[config.mk]
export PLATFORM = sky130hd
export DESIGN_NAME = expr_stack
export DESIGN_NICKNAME = d
export VERILOG_FILES = /design/src/rtl/exs_pkg.sv /design/src/rtl/exs_regfile.sv /design/src/rtl/exs_depth_ctr.sv /design/src/rtl/exs_swap_unit.sv /design/src/rtl/expr_stack.sv
export SDC_FILE = /design/constraint.sdc
export NUM_CORES = 1
export LEC_CHECK = 0
export BUFFER_PORTS_ARGS = -buffer_cell sky130_fd_sc_hd__buf_4
export CORE_AREA = 2 2 198 200
export DETAILED_ROUTE_END_ITERATION = 16
export DIE_AREA = 0 0 200 202
export HOLD_SLACK_MARGIN = 0.02
export SYNTH_ARGS = -nofsm -noshare
export SYNTH_HDL_FRONTEND = slang
export SYNTH_SLANG_ARGS = --single-unit
[constraint.sdc]
create_clock -name clk -period 5.75 [get_ports clk]
set_clock_uncertainty 0.2 [all_clocks]
set_input_delay 0.2875 -clock clk [delete_from_list [all_inputs] [get_ports clk]]
set_output_delay 0.2875 -clock clk [all_outputs]
set_load 0.03 [all_outputs]
[src/rtl/exs_pkg.sv]
package exs_pkg;
  typedef enum logic [2:0] {
    OP_IDLE,
    OP_PUSH,
    OP_POP,
    OP_XSTART,
    OP_XEND,
    OP_CLASH
  } exs_op_e;
endpackage

[src/rtl/exs_regfile.sv]
module exs_regfile #(
  parameter int DATA_W = 16,
  parameter int DEPTH  = 16,
  localparam int AW    = $clog2(DEPTH)
) (
  input  logic              clk,
  input  logic              we_a,
  input  logic [AW-1:0]     waddr_a,
  input  logic [DATA_W-1:0] wdata_a,
  input  logic              we_b,
  input  logic [AW-1:0]     waddr_b,
  input  logic [DATA_W-1:0] wdata_b,
  input  logic [AW-1:0]     raddr_a,
  output logic [DATA_W-1:0] rdata_a,
  input  logic [AW-1:0]     raddr_b,
  output logic [DATA_W-1:0] rdata_b
);
  logic [DATA_W-1:0] cells [DEPTH];

  // Two write ports are needed only for the crossed write-back of an exchange;
  // the addresses never collide because the distance is at least one.
  always_ff @(posedge clk) begin
    if (we_a) cells[waddr_a] <= wdata_a;
    if (we_b) cells[waddr_b] <= wdata_b;
  end

  assign rdata_a = cells[raddr_a];
  assign rdata_b = cells[raddr_b];
endmodule

[src/rtl/exs_depth_ctr.sv]
module exs_depth_ctr #(
  parameter int DEPTH  = 16,
  localparam int PTR_W = $clog2(DEPTH + 1)
) (
  input  logic             clk,
  input  logic             rst,
  input  logic             grow,
  input  logic             shrink,
  input  logic             err_over,
  input  logic             err_under,
  output logic [PTR_W-1:0] level_q,
  output logic             ovf_q,
  output logic             unf_q
);
  always_ff @(posedge clk) begin
    if (rst) begin
      level_q <= '0;
      ovf_q   <= 1'b0;
      unf_q   <= 1'b0;
    end else begin
      if (grow)        level_q <= level_q + PTR_W'(1);
      else if (shrink) level_q <= level_q - PTR_W'(1);
      ovf_q <= err_over;
      unf_q <= err_under;
    end
  end
endmodule

[src/rtl/exs_swap_unit.sv]
module exs_swap_unit #(
  parameter int DATA_W = 16,
  parameter int AW     = 4
) (
  input  logic              clk,
  input  logic              rst,
  input  logic              arm,
  input  logic              cancel,
  input  logic              fire_req,
  input  logic [DATA_W-1:0] top_val,
  input  logic [DATA_W-1:0] deep_val,
  input  logic [AW-1:0]     deep_addr,
  output logic              commit,
  output logic [DATA_W-1:0] hold_r,
  output logic [DATA_W-1:0] hold_s,
  output logic [AW-1:0]     hold_pos
);
  logic armed_q;

  assign commit = fire_req & armed_q;

  always_ff @(posedge clk) begin
    if (rst) begin
      armed_q <= 1'b0;
    end else if (arm) begin
      armed_q <= 1'b1;
    end else if (cancel || commit) begin
      armed_q <= 1'b0;
    end
  end

  // Holding registers carry data only; no reset so they map to plain flops.
  always_ff @(posedge clk) begin
    if (arm) begin
      hold_r   <= top_val;
      hold_s   <= deep_val;
      hold_pos <= deep_addr;
    end
  end
endmodule

[src/rtl/expr_stack.sv]
module expr_stack #(
  parameter int DATA_W = 16,
  parameter int DEPTH  = 16,
  parameter int IDX_W  = 3,
  localparam int AW    = $clog2(DEPTH),
  localparam int PTR_W = $clog2(DEPTH + 1)
) (
  input  logic              clk,
  input  logic              rst,
  input  logic              push_i,
  input  logic              pop_i,
  input  logic              xstart_i,
  input  logic              xend_i,
  input  logic [IDX_W-1:0]  idx_i,
  input  logic [DATA_W-1:0] din_i,
  output logic [DATA_W-1:0] tos_o,
  output logic [PTR_W-1:0]  depth_o,
  output logic              ovf_o,
  output logic              unf_o
);
  import exs_pkg::*;

  exs_op_e           op;
  logic [PTR_W-1:0]  level;
  logic              full, empty;
  logic [AW-1:0]     top_addr, deep_addr;
  logic [DATA_W-1:0] top_val, deep_val;
  logic              push_ok, push_bad, pop_ok, pop_bad;
  logic              xs_ok, xs_bad, commit;
  logic [DATA_W-1:0] hold_r, hold_s;
  logic [AW-1:0]     hold_pos;
  logic              we_a;
  logic [AW-1:0]     waddr_a;
  logic [DATA_W-1:0] wdata_a;

  // One command per cycle; a clash of commands is dropped entirely.
  always_comb begin
    unique case ({push_i, pop_i, xstart_i, xend_i})
      4'b0000: op = OP_IDLE;
      4'b1000: op = OP_PUSH;
      4'b0100: op = OP_POP;
      4'b0010: op = OP_XSTART;
      4'b0001: op = OP_XEND;
      default: op = OP_CLASH;
    endcase
  end

  assign full  = (level == PTR_W'(DEPTH));
  assign empty = (level == '0);

  assign top_addr  = AW'(level - PTR_W'(1));
  assign deep_addr = AW'(level - PTR_W'(1) - PTR_W'(idx_i));

  assign push_ok  = (op == OP_PUSH) && !full;
  assign push_bad = (op == OP_PUSH) && full;
  assign pop_ok   = (op == OP_POP) && !empty;
  assign pop_bad  = (op == OP_POP) && empty;
  // Distance 0 is a pure no-op: it neither arms nor flags.
  assign xs_ok    = (op == OP_XSTART) && (idx_i != '0) && (PTR_W'(idx_i) < level);
  assign xs_bad   = (op == OP_XSTART) && (idx_i != '0) && (PTR_W'(idx_i) >= level);

  exs_depth_ctr #(.DEPTH(DEPTH)) u_ctr (
    .clk       (clk),
    .rst       (rst),
    .grow      (push_ok),
    .shrink    (pop_ok),
    .err_over  (push_bad),
    .err_under (pop_bad | xs_bad),
    .level_q   (level),
    .ovf_q     (ovf_o),
    .unf_q     (unf_o)
  );

  exs_swap_unit #(.DATA_W(DATA_W), .AW(AW)) u_swap (
    .clk       (clk),
    .rst       (rst),
    .arm       (xs_ok),
    .cancel    (push_ok | pop_ok | xs_bad),
    .fire_req  (op == OP_XEND),
    .top_val   (top_val),
    .deep_val  (deep_val),
    .deep_addr (deep_addr),
    .commit    (commit),
    .hold_r    (hold_r),
    .hold_s    (hold_s),
    .hold_pos  (hold_pos)
  );

  // Port A: push writes the slot above the top; exchange end writes S into the top.
  assign we_a    = push_ok | commit;
  assign waddr_a = push_ok ? AW'(level) : top_addr;
  assign wdata_a = push_ok ? din_i : hold_s;

  exs_regfile #(.DATA_W(DATA_W), .DEPTH(DEPTH)) u_rf (
    .clk     (clk),
    .we_a    (we_a),
    .waddr_a (waddr_a),
    .wdata_a (wdata_a),
    .we_b    (commit),
    .waddr_b (hold_pos),
    .wdata_b (hold_r),
    .raddr_a (top_addr),
    .rdata_a (top_val),
    .raddr_b (deep_addr),
    .rdata_b (deep_val)
  );

  assign tos_o   = empty ? '0 : top_val;
  assign depth_o = level;
endmodule

After elaboration in Yosys (flattened, before gate mapping)
Memory sizes are Yosys's and may differ from the RTL's. A register that Yosys moved wholly into a read port is not among the register bits.
Index checks and enable logic that the tools add are counted.
{"block": "classes", "muxes": 12, "n_addsub": 3, "bitwise_logic": 5, "order_cmp": 2, "reduce_logical": 15, "n_eq_ne": 9}
{"operator": "two-way mux 16 bit", "n": 2}
{"operator": "one-hot mux 3 bit (5 select lines)", "n": 1}
{"operator": "two-way mux 5 bit", "n": 2}
{"operator": "logical AND 1 bit", "n": 7}
{"operator": "== test 3 x 2 -> 1 bit (second input constant)", "n": 2}
{"operator": "two-way mux 1 bit", "n": 6}
{"operator": "adder 5 x 1 -> 5 bit (second input constant)", "n": 1}
{"operator": "== test 5 bit (second input constant)", "n": 1}
{"operator": "greater-or-equal comparator 3 x 5 -> 1 bit", "n": 1}
{"operator": "zero test 5 bit", "n": 1}
{"operator": "< comparator 3 x 5 -> 1 bit", "n": 1}
{"operator": "subtractor 5 x 1 -> 5 bit (second input constant)", "n": 1}
{"operator": "== test 4 x 1 -> 1 bit (second input constant)", "n": 1}
{"operator": "== test 4 x 2 -> 1 bit (second input constant)", "n": 1}
{"operator": "== test 4 x 3 -> 1 bit (second input constant)", "n": 1}
{"operator": "== test 4 bit (second input constant)", "n": 1}
{"operator": "zero test 4 bit", "n": 1}
{"operator": "two-way mux 4 bit", "n": 1}
{"operator": "OR 1 bit", "n": 4}
{"operator": "nonzero test 2 bit", "n": 2}
{"operator": "subtractor 4 x 3 -> 4 bit", "n": 1}
{"operator": "== test 3 x 1 -> 1 bit (second input constant)", "n": 1}
{"operator": "== test 3 bit (second input constant)", "n": 1}
{"operator": "nonzero test 3 bit", "n": 1}
{"operator": "3 further kinds", "n": 4}
{"block": "word_totals", "elab_cells": 53, "input_bits": 25, "ff_bits": 28, "memories": 1, "mem_bits_rw": 256, "out_inout_bits": 23}
{"memory": "u_rf.cells", "words": 16, "word_bits": 16, "rd": 2, "rd_ports_with_merged_regs": 1, "write_ports": 2, "line": "exs_regfile.sv:18", "source": "logic [DATA_W-1:0] cells [DEPTH];"}

Longest topological paths before layout
{"block": "depth", "word_depth": 9, "mapped_depth": 12, "depth_no_buf": 8}

By module
From an unflattened synthesis, not the netlist that was laid out.
{"block": "hier_totals", "hier_cells": 1065, "area_unflattened_um2": 17337.9}
{"mod": "exs_regfile", "cells_each": 890, "n_inst": 1, "area_each_um2": 15014.4, "seq_area_each_um2": 7687.4}
{"mod": "exs_swap_unit", "cells_each": 41, "n_inst": 1, "area_each_um2": 1126.1, "seq_area_each_um2": 1101.1}
{"mod": "expr_stack", "cells_each": 91, "n_inst": 1, "area_each_um2": 804.5, "seq_area_each_um2": 0.0}
{"mod": "exs_depth_ctr", "cells_each": 43, "n_inst": 1, "area_each_um2": 392.9, "seq_area_each_um2": 140.1}

Worst setup path after synthesis
Ideal clock, no wire load.
{"block": "synth_timing", "kind": "reg2reg", "startpoint": "register u_ctr.level_q[0]", "endpoint": "memory u_rf.cells[1][0], enable pin", "path_buffers": 4, "setup_ns": 0.414, "path_slack_ns": 0.947, "stages_incl_launch_ff": 13, "arrival_ns": 4.189, "path_cell_list": "dfxtp_1 -> clkinv_1 -> buf_1 -> ha_1 -> buf_2 -> nand4bb_1 -> and2_1 -> buf_4 -> inv_6 -> buf_12 -> ha_1 -> or2_2 -> o31ai_1"}
{"element": "start: declaration", "line": "exs_depth_ctr.sv:11", "source": "output logic [PTR_W-1:0] level_q,"}
{"element": "start signal: assignment", "line": "exs_depth_ctr.sv:21", "source": "if (grow) level_q <= level_q + PTR_W'(1);"}
{"element": "start signal: assignment", "line": "exs_depth_ctr.sv:22", "source": "else if (shrink) level_q <= level_q - PTR_W'(1);"}
{"element": "end: declaration", "line": "exs_regfile.sv:18"}

Worst setup path after layout
{"block": "layout_timing", "startpoint": "register u_ctr.level_q[0]", "endpoint": "output tos_o[2]"}
{"block": "layout_via", "elab_chain_len": 3, "elab_cells_between_ends": 4, "cone_classes": "add/sub (1); mux (1); reduce/logical (1); memory (1)"}
{"element": "subtractor 5 x 1 -> 5 bit"}
{"element": "memory (16 x 16 bit)"}
{"element": "two-way mux 16 bit *", "line": "expr_stack.sv:108", "source": "assign tos_o = empty ? '0 : top_val;"}
{"element": "end: declaration", "line": "expr_stack.sv:16", "source": "output logic [DATA_W-1:0] tos_o,"}
Mark *: on every way between the ends. The rest lies on a longest branch, timed or not.

==> impl_metrics.csv <==
group,metric,value,unit
cts,cts_setup_buffers,0,
sta,finalSetupViolCount,0,
power_and_ir_drop,pwr-share-comb,10.5,%
sta,period_share,84.4,%
sta,maxSlewHeadroom,4.69,%
cts,cts.htree.levels,2,
logic_synthesis,yosys.cell_count.top_type,"edfxtp_1",
sta,hold_viol_final,0,
logic_synthesis,seq_area_frac_synth,52.3,%
floorplan,die_x,200,µm
cells_and_area,synthToLayoutAreaGrowth,11.1,%
floorplan,row_count,72,
floorplan,core-area,0.0383,mm²
logic_synthesis,ys.warnings.count,0,
setup_path,cp.arrival,4370,ps
setup_path,worst_path_max_delay_cell,"nand2_1",
power_and_ir_drop,switching_power,1.19,mW
logic_synthesis,netlist_area,0.0171,mm²
detailed_routing,via_per_inst,6.29,
global_route,track_usage,26.4,%
power_and_ir_drop,seqPwrFrac,47.6,%
global_route,grt_pass1_wl,76500,µm
cts,cts_tree,"built",
cts,cts.clk_slew.worst_paths,50,ps
logic_synthesis,synth.largest_area_cell,"edfxtp_1",
floorplan,die-area,0.0404,mm²
cells_and_area,final_nets,1343,
setup_path,cp_max_fo,24,
detailed_routing,firstDrtPassIters,5,
job,maxCapViolations,0,
cells_and_area,antenna_cells,0,
place,dpl.cell_count,1783,
sta,max_clock_freq,206,MHz
setup_path,cpMostUsedCell,"buf_4",
logic_synthesis,synth_top_cell_area_share,51.4,%
cells_and_area,drive_gt1_share,23.9,%
hold_path,min_from,"push_i",
cts,clockBufferDepth,3,
setup_path,crit_chain,"buf_4 -> nor3_1 -> xnor2_1 -> inv_2 -> nand2_1 -> o22ai_1 -> buf_4",
floorplan,start_util,44.6,%
global_route,grt_max_degree,66,
power_and_ir_drop,switching_share,23.5,%
logic_synthesis,syn_avg_cell_area,12.9,µm²
logic_synthesis,synth_seq_cells,300,
detailed_routing,ant_nets,0,
detailed_routing,wl_per_cell,28.2,µm
logic_synthesis,async_reset_ff_share,0,%
setup_path,critical_path_class,"register to output port",
cts,clock_latency,530,ps
logic_synthesis,synthDistinctLibCells,55,
detailed_routing,drc,0,
setup_path,crit_start,"u_ctr.level_q[0]",
power_and_ir_drop,p_leak,6.61,nW
floorplan,ios,48,
sta,worst_pin_slew,1430,ps
sta,rsz0062_at_grt,"no",
sta,period_minus_slack,4860,ps
sta,maxSlewViolCount,0,
detailed_routing,first_iter_violations,1636,
hold_path,min_path_type,"input pin to register",
global_route,overflow,0,
logic_synthesis,ys_top_cells_by_count,"292 x edfxtp_1, 250 x a21oi_1, 248 x nor2_1",
setup_path,cp.required,5260,ps
floorplan,die_h,202,µm
setup_path,crit_path_start_kind,"register",
logic_synthesis,synth_fp_nets,1360,
sta,whs,67.0,ps
logic_synthesis,synthTopCellsByArea,"edfxtp_1 51%, mux4_2 18%, a21oi_1 7.3%",
global_route,antenna_found_initial,0,
power_and_ir_drop,clkPwrFrac,41.9,%
cts,clock-sinks,300,
place,portBuffers,47,
cts,numCtsBuffers,35,
power_and_ir_drop,cellPowerDensity,268,mW/mm²
cts,root_buffer,"clkbuf_16",
detailed_routing,drt-total-wl,52200,µm
setup_path,rr_startpoint,"u_ctr.level_q[0]",
logic_synthesis,synth-edff-count,292,
global_route,grt_pass1_vias,11400,
logic_synthesis,synthFlopType,"edfxtp_1",
place,dpl.hpwl,30300,µm
power_and_ir_drop,intPower,3.89,mW
setup_path,critical_path.max_stage_delay,810,ps
setup_path,critPathCaptureType,"output port",
sta,finalSetupTns,0,ps
outcome,status,"completed",
cells_and_area,layout.cells.non_filler,1851,
logic_synthesis,syn_inst,1324,
power_and_ir_drop,ir_drop,0.000185,V
detailed_routing,num_vias,11700,
place,place_congestion,0.808,
==> metrics by stage <==
stage | cell area, µm² | power [mW] | setup WS (ps) | utilization [%]
after floorplan | 17100 | 2.83 | 947 | -
after global placement | 17800 | 2.98 | 1560 | 46.6
after detailed placement | 17800 | 2.99 | 1450 | 46.6
after CTS | 19000 | 5.09 | 895 | 49.5
after global routing | 19000 | 5.21 | 778 | 49.5
final | 19000 | 5.08 | 894 | 49.5
==> what timing repair did <==
action	CTS	global route
resized for setup	0	0
endpoints found under the hold margin	8	0
hold buffers	5	0
==> worst max-delay path, delay by kind of cell (launching register included) <==
family | cells | cell delay (ps)
buffers and inverters | 3 | 1400
AND/OR/NAND/NOR | 2 | 940
flip-flops | 1 | 690
AO/OA/AOI/OAI | 1 | 520
XOR/XNOR | 1 | 270
==> layer usage <==
layer  global-route usage [%]  wire length, µm  vias up
li1                         -                -     5038
met1                     34.9            19500     5885
met2                     44.5            26200      643
met3                     4.61             5090       84
met4                     7.80             1340        0
met5                        0                0        -
==> kinds of logic after synthesis <==
family | Yosys count | share of synthesized area [%]
simple gates | 307 | 7.92
compound gates | 302 | 9.26
flops | 300 | 52.3
mux | 224 | 24.6
buf+inv | 174 | 4.69
fa+ha+maj | 11 | 0.851
xor+xnor | 6 | 0.308
==> cells in the final DEF, fill, tap and decap left out, drive strengths merged, types with 13 or more instances in the layout <==
cell type    n
a21oi      250
buf         85
clkbuf      52
edfxtp     292
inv         31
mux2i       80
mux4       144
nand2       13
nor2       249
o21ai       18
o22ai       17
==> final timing paths <==
path / cells after the start / slack, ps / endpoint
max: 7 / 890 / tos_o[2]
min: 5 / 70 / u_swap.armed_q
max reg2reg: 8 / 1420 / u_rf.cells[3][7]
min reg2reg: 2 / 360 / u_swap.armed_q
==> flip-flops by register name (all words and copies together), names as in the netlist <==
name and count:
u_swap.hold_r 16, u_ctr.level_q 5, u_swap.armed_q 1, u_swap.hold_pos 4, u_ctr.unf_q 1, u_rf.cells 256
u_swap.hold_s 16, u_ctr.ovf_q 1
==> area by class of cell <==
class,instances,area (µm²)
fill,3251,19300
tap,518,648
multi-input combinational,850,7500
clock buffer,52,981
inverter,30,118
clock inverter,11,90.1
sequential,300,8930
timing repair buffer,90,688
==> power groups by stage <==
stage	Combinational [mW]	Clock, mW	Sequential, mW
finish	0.531	2.13	2.42
global route	0.561	2.23	2.42
global placement	0.521	0	2.46
CTS	0.530	2.15	2.42
floorplan	0.381	0	2.45
detailed placement	0.528	0	2.46
(Power assumes the default switching activity.)
